[config.mk]
export PLATFORM = sky130hd
export DESIGN_NAME = prio_irq_ctrl
export DESIGN_NICKNAME = d
export VERILOG_FILES = /design/src/rtl/irq_pkg.sv /design/src/rtl/irq_prio_pick.sv /design/src/rtl/irq_call_issue.sv /design/src/rtl/irq_ctrl_reg.sv /design/src/rtl/prio_irq_ctrl.sv
export SDC_FILE = /design/constraint.sdc
export NUM_CORES = 1
export LEC_CHECK = 0
export ABC_CLOCK_PERIOD_IN_PS = 2200
export BUFFER_PORTS_ARGS = -buffer_cell sky130_fd_sc_hd__buf_4
export CORE_MARGIN = 10
export CORE_UTILIZATION = 25
export DETAILED_ROUTE_END_ITERATION = 8
export PLACE_DENSITY = 0.62
export SYNTH_ARGS = -nofsm -noshare
export SYNTH_HDL_FRONTEND = slang
export SYNTH_SLANG_ARGS = --single-unit
[constraint.sdc]
create_clock -name clk -period 2.2 [get_ports clk]
set_input_delay 0.55 -clock clk [delete_from_list [all_inputs] [get_ports clk]]
set_output_delay 0.55 -clock clk [all_outputs]
set_load 0.01 [all_outputs]
[src/rtl/irq_pkg.sv]
package irq_pkg;
  localparam int NSRC     = 3;
  localparam int IDXW     = (NSRC > 1) ? $clog2(NSRC) : 1;
  localparam int EMI_BIT  = 0;
  localparam int EN_LSB   = 1;
  localparam int FLG_LSB  = EN_LSB + NSRC;
  localparam int CTRL_W   = 1 + 2 * NSRC;
  localparam int VEC_BASE = 4;
  localparam int VEC_STEP = 4;

  function automatic logic [7:0] vec_of(input logic [IDXW-1:0] idx);
    return 8'(VEC_BASE + VEC_STEP * int'(idx));
  endfunction
endpackage

[src/rtl/irq_prio_pick.sv]
module irq_prio_pick #(
  parameter int N    = 3,
  parameter int IDXW = 2
) (
  input  logic [N-1:0]    req,
  output logic            any,
  output logic [IDXW-1:0] idx
);
  logic [N-1:0] grant;

  for (genvar i = 0; i < N; i++) begin : g_grant
    if (i == 0) begin : g_top
      assign grant[i] = req[i];
    end else begin : g_rest
      assign grant[i] = req[i] & ~(|req[i-1:0]);
    end
  end

  assign any = |req;

  always_comb begin
    idx = '0;
    for (int i = 0; i < N; i++) begin
      if (grant[i]) idx = IDXW'(i);
    end
  end
endmodule

[src/rtl/irq_call_issue.sv]
module irq_call_issue #(
  parameter int IDXW = 2
) (
  input  logic            clk,
  input  logic            rst_n,
  input  logic            launch,
  input  logic [IDXW-1:0] launch_idx,
  input  logic            ready,
  output logic            valid,
  output logic [7:0]      vector,
  output logic [IDXW-1:0] idx,
  output logic            accept
);
  import irq_pkg::*;

  assign accept = valid & ready;

  always_ff @(posedge clk) begin
    if (!rst_n) begin
      valid  <= 1'b0;
      vector <= '0;
      idx    <= '0;
    end else if (accept) begin
      valid <= 1'b0;
    end else if (launch) begin
      valid  <= 1'b1;
      idx    <= launch_idx;
      vector <= vec_of(launch_idx);
    end
  end
endmodule

[src/rtl/irq_ctrl_reg.sv]
module irq_ctrl_reg #(
  parameter int N      = 3,
  parameter int IDXW   = 2,
  parameter int CTRL_W = 7
) (
  input  logic              clk,
  input  logic              rst_n,
  input  logic              wr_en,
  input  logic [CTRL_W-1:0] wdata,
  input  logic              reti,
  input  logic              accept,
  input  logic [IDXW-1:0]   acc_idx,
  input  logic [N-1:0]      hw_set,
  output logic [CTRL_W-1:0] ctrl_q
);
  import irq_pkg::*;

  logic [CTRL_W-1:0] ctrl_d;

  always_comb begin
    ctrl_d = ctrl_q;
    if (wr_en) ctrl_d = wdata;
    if (reti) ctrl_d[EMI_BIT] = 1'b1;
    if (accept) begin
      ctrl_d[EMI_BIT] = 1'b0;
      ctrl_d[FLG_LSB + int'(acc_idx)] = 1'b0;
    end
    for (int i = 0; i < N; i++) begin
      if (hw_set[i]) ctrl_d[FLG_LSB + i] = 1'b1;
    end
  end

  always_ff @(posedge clk) begin
    if (!rst_n) ctrl_q <= '0;
    else        ctrl_q <= ctrl_d;
  end
endmodule

[src/rtl/prio_irq_ctrl.sv]
module prio_irq_ctrl #(
  parameter logic [7:0] REG_ADDR = 8'h0B
) (
  input  logic       clk,
  input  logic       rst_n,
  input  logic       sample_tick,
  input  logic       ext_evt,
  input  logic       tmr0_evt,
  input  logic       tmr1_evt,
  input  logic       stack_full,
  input  logic       ret_strobe,
  input  logic       reti_strobe,
  input  logic       reg_wr_en,
  input  logic [7:0] reg_addr,
  input  logic [7:0] reg_wdata,
  output logic [7:0] reg_rdata,
  output logic       call_valid,
  output logic [7:0] call_vector,
  input  logic       call_ready
);
  import irq_pkg::*;

  logic [CTRL_W-1:0] ctrl_q;
  logic [NSRC-1:0]   evt_vec;
  logic [NSRC-1:0]   pending;
  logic [IDXW-1:0]   pick_idx;
  logic [IDXW-1:0]   acc_idx;
  logic              pick_any;
  logic              accept;
  logic              launch;
  logic              reg_sel;
  logic              unused_ret;

  assign evt_vec    = {tmr1_evt, tmr0_evt, ext_evt};
  assign reg_sel    = (reg_addr == REG_ADDR);
  assign reg_rdata  = reg_sel ? 8'(ctrl_q) : 8'h00;
  assign pending    = ctrl_q[FLG_LSB +: NSRC] & ctrl_q[EN_LSB +: NSRC];
  assign launch     = sample_tick & ctrl_q[EMI_BIT] & ~stack_full & ~call_valid & pick_any;
  assign unused_ret = ret_strobe;

  irq_prio_pick #(.N(NSRC), .IDXW(IDXW)) u_pick (
    .req (pending),
    .any (pick_any),
    .idx (pick_idx)
  );

  irq_call_issue #(.IDXW(IDXW)) u_issue (
    .clk        (clk),
    .rst_n      (rst_n),
    .launch     (launch),
    .launch_idx (pick_idx),
    .ready      (call_ready),
    .valid      (call_valid),
    .vector     (call_vector),
    .idx        (acc_idx),
    .accept     (accept)
  );

  irq_ctrl_reg #(.N(NSRC), .IDXW(IDXW), .CTRL_W(CTRL_W)) u_reg (
    .clk     (clk),
    .rst_n   (rst_n),
    .wr_en   (reg_wr_en & reg_sel),
    .wdata   (reg_wdata[CTRL_W-1:0]),
    .reti    (reti_strobe),
    .accept  (accept),
    .acc_idx (acc_idx),
    .hw_set  (evt_vec),
    .ctrl_q  (ctrl_q)
  );
endmodule

==> results by group <==
Route
  – Routed WL: ~2300 µm
  – DRT Pass-1 Iters: 2
  – Initial DRC count: 14
  – DRC: 0
  – Via count: between 700 and 800
  – Antenna Violating Nets Remaining: 0
  – Wire per inst: between 10 and 15 µm
  – Via-to-Cell Ratio: between 4 and 5

Floorplanning
  – DIE WIDTH: 75.2 µm
  – Die H: between 70 and 80 µm
  – CORE AREA: about 2800 µm²
  – Row count: 19
  – Starting Density: 0.269
  – Die Area: between 5000 and 6000 µm²
  – IO Count: 44

STA
  – Worst setup margin: -3.87 ps
  – Crit path time final: 2200 ps
  – Final setup skew: between 2 and 2.5 ps
  – Setup TNS: -7.31 ps
  – Max frequency: 454 MHz
  – Fin crit share: 1.00
  – Hold WS: about 440 ps
  – RSZ-0062 raised after global routing: yes
  – Count of final max-slew check failures: 0
  – Hold Vio Cnt, Final: 0
  – Final setup vio count: 3

Pwr
  – Peak supply drop: about 0.00025 V
  – Leak pwr: 0.501 nW
  – Cell area power density: approximately 410 nW/µm²
  – Overall power: around 0.47 mW

Final layout
  – Fill count: 300
  – Area grow syn2layout: 48.4%
  – Ant diodes: 0
  – Finished Layout Cells: ~160
  – Util after Layout: 0.399
  – Commonest non-fill, non-tap cell in the layout: buf_4
  – Final nets: around 150
  – Commonest cells after routing, fill and taps aside: buf_4 (28), nand2_1 (14), dfxtp_1 (13), buf_6 (10), and2_4 (7)
  – Share of layout cells above drive strength 1: 0.424

CTS
  – Worst skew pair latency: ~270 ps
  – Clock buffer depth: 2
  – H-Tree Depth: 1
  – CTS Buf Count: 3
  – CTS root buffer: clkbuf_4
  – CTS tree: built
  – Clk pin slew, worst setup/hold paths: about 80 ps
  – Clock tree sinks: 13

Setup path
  – Crit path cell chain: buf_6 -> or4_4 -> nor2_4 -> buf_6 -> and2_4 -> buf_6
  – Crit. End Element: output pin
  – Most frequent CP cell: buf_6
  – Crit-path max FO: 7
  – Setup Crit Path Kind: in2out
  – WP data required: between 1500 and 2000 ps
  – Critical Path Start Type: primary input
  – CP max stage delay: between 500 and 600 ps
  – Worst path bufs/invs: 3
  – Slowest cell on the critical path: or4_4
  – Delay-heaviest family, CP: simple AND/OR/NAND/NOR gates
  – Data arrival time of the worst path: roughly 1700 ps

GRT
  – GRT Resource Usage Total: 0.0794
  – Antenna violations before repair: 0
  – Global route total overflow: 0
  – Largest net degree at the start of global routing: 23
  – First-pass GRT wire length: approximately 3500 µm
  – Vias in the first global route: 752

Placed design
  – Gp weighted congestion: between 0.7 and 0.8
  – Placed Cells: ~150
  – I/O Buffers: 35
  – DP Wirelength: approximately 1900 µm

Synthesis
  – Synth Register Bits: 13
  – Mapped Area: between 700 and 800 µm²
  – Synth warn: 0
  – Ys flop type: dfxtp_1
  – Synth unique cells: 31
  – Post-synthesis average cell area: around 8.7 µm²
  – Post-synth ARST share: 0
  – Post-Syn Instances: just under 90
  – Share of the synthesized area in the top cell type: 0.342
  – Post-synthesis sequential area ratio: 0.342
  – Dominant cell type by area after synthesis: dfxtp_1
  – Ranking of synthesized cells by area: dfxtp_1 (34%), nand2_1 (6.9%), buf_4 (5.9%)
  – Post-synth EDFFs: 0

Outcome
  – Failing checks: negative setup slack
  – Status: finished with violations

Hold path
  – Worst Hold Class: reg2reg

Flow run
  – Max Cap Violations: 0
Yosys cell counts, types with 2 or more instances:
master	number
o21ai_0	2
o21bai_1	3
nand3b_1	3
nor4bb_1	2
nor2_1	4
nand2_1	14
nand3_1	3
and4b_1	2
mux2i_1	3
o211a_1	2
dfxtp_1	13
a21oi_1	2
buf_4	6
o41ai_1	3
and2_1	7
clkbuf_1	2
a22oi_1	2
what timing repair did:
item,4_1_cts,5_1_grt
endpoints found under the setup margin,7,7
hold buffers,0,0
resized for setup,19,0
buffers inserted,0,0
pin swaps,2,0
per-stage QoR:
step	cell area [µm²]	setup WS, ps
after floorplan	779	46.7
after global placement	1040	-48.3
after detailed placement	1040	-60.3
after CTS	1130	-6.25
after global routing	1130	-31.9
final	1130	-3.87
flip-flops by register name, indices dropped and copies added (netlist names):
signal,cells
u_reg.ctrl_q,7
u_issue.valid,1
u_issue.vector,3
u_issue.idx,2
layout make-up:
type	count	area, µm²	share of cell area
clock buffers	4	26.3	0.0233
flip-flops and latches	13	260	0.231
multi-input cells	69	477	0.422
repair buffers	38	323	0.286
inverters	1	3.75	0.00333
well taps	31	38.8	0.0344
power by group:
part           switching [mW]  internal (mW)
registers             0.00826          0.242
clock network          0.0753         0.0701
logic                  0.0290         0.0418
worst paths after layout:
check	from	cells past startpoint	endpoint	slack, ps
min	u_issue.vector[4]	2	u_issue.vector[4]	440
max	reg_addr[6]	6	reg_rdata[3]	-4
max reg2reg	u_issue.valid	3	u_issue.idx[0]	910
min reg2reg	u_issue.vector[4]	2	u_issue.vector[4]	440
routing by layer:
metal  part of all wire  vias up  GRT usage
li1                   -      385          -
met1               0.43      342     0.0853
met2               0.49       16      0.141
met3              0.074        0     0.0381
met4                  0        0     0.0124
met5                  0        -          0
logic make-up after synthesis:
family                 Yosys count  share of synthesized area
buffers and inverters           10                     0.0888
AO/OA/AOI/OAI                   19                      0.194
multiplexers                     3                     0.0395
AND/OR/NAND/NOR                 41                      0.331
other                            1                    0.00493
flip-flops                      13                      0.342
worst register-to-register path: cells and delay by family, from the launching register on:
| kind | cells | cell delay [ps] |
|---|---|---|
| flops | 1 | 380 |
| simple gates | 2 | 650 |
| compound gates | 1 | 190 |
(Power assumes the default switching activity.)
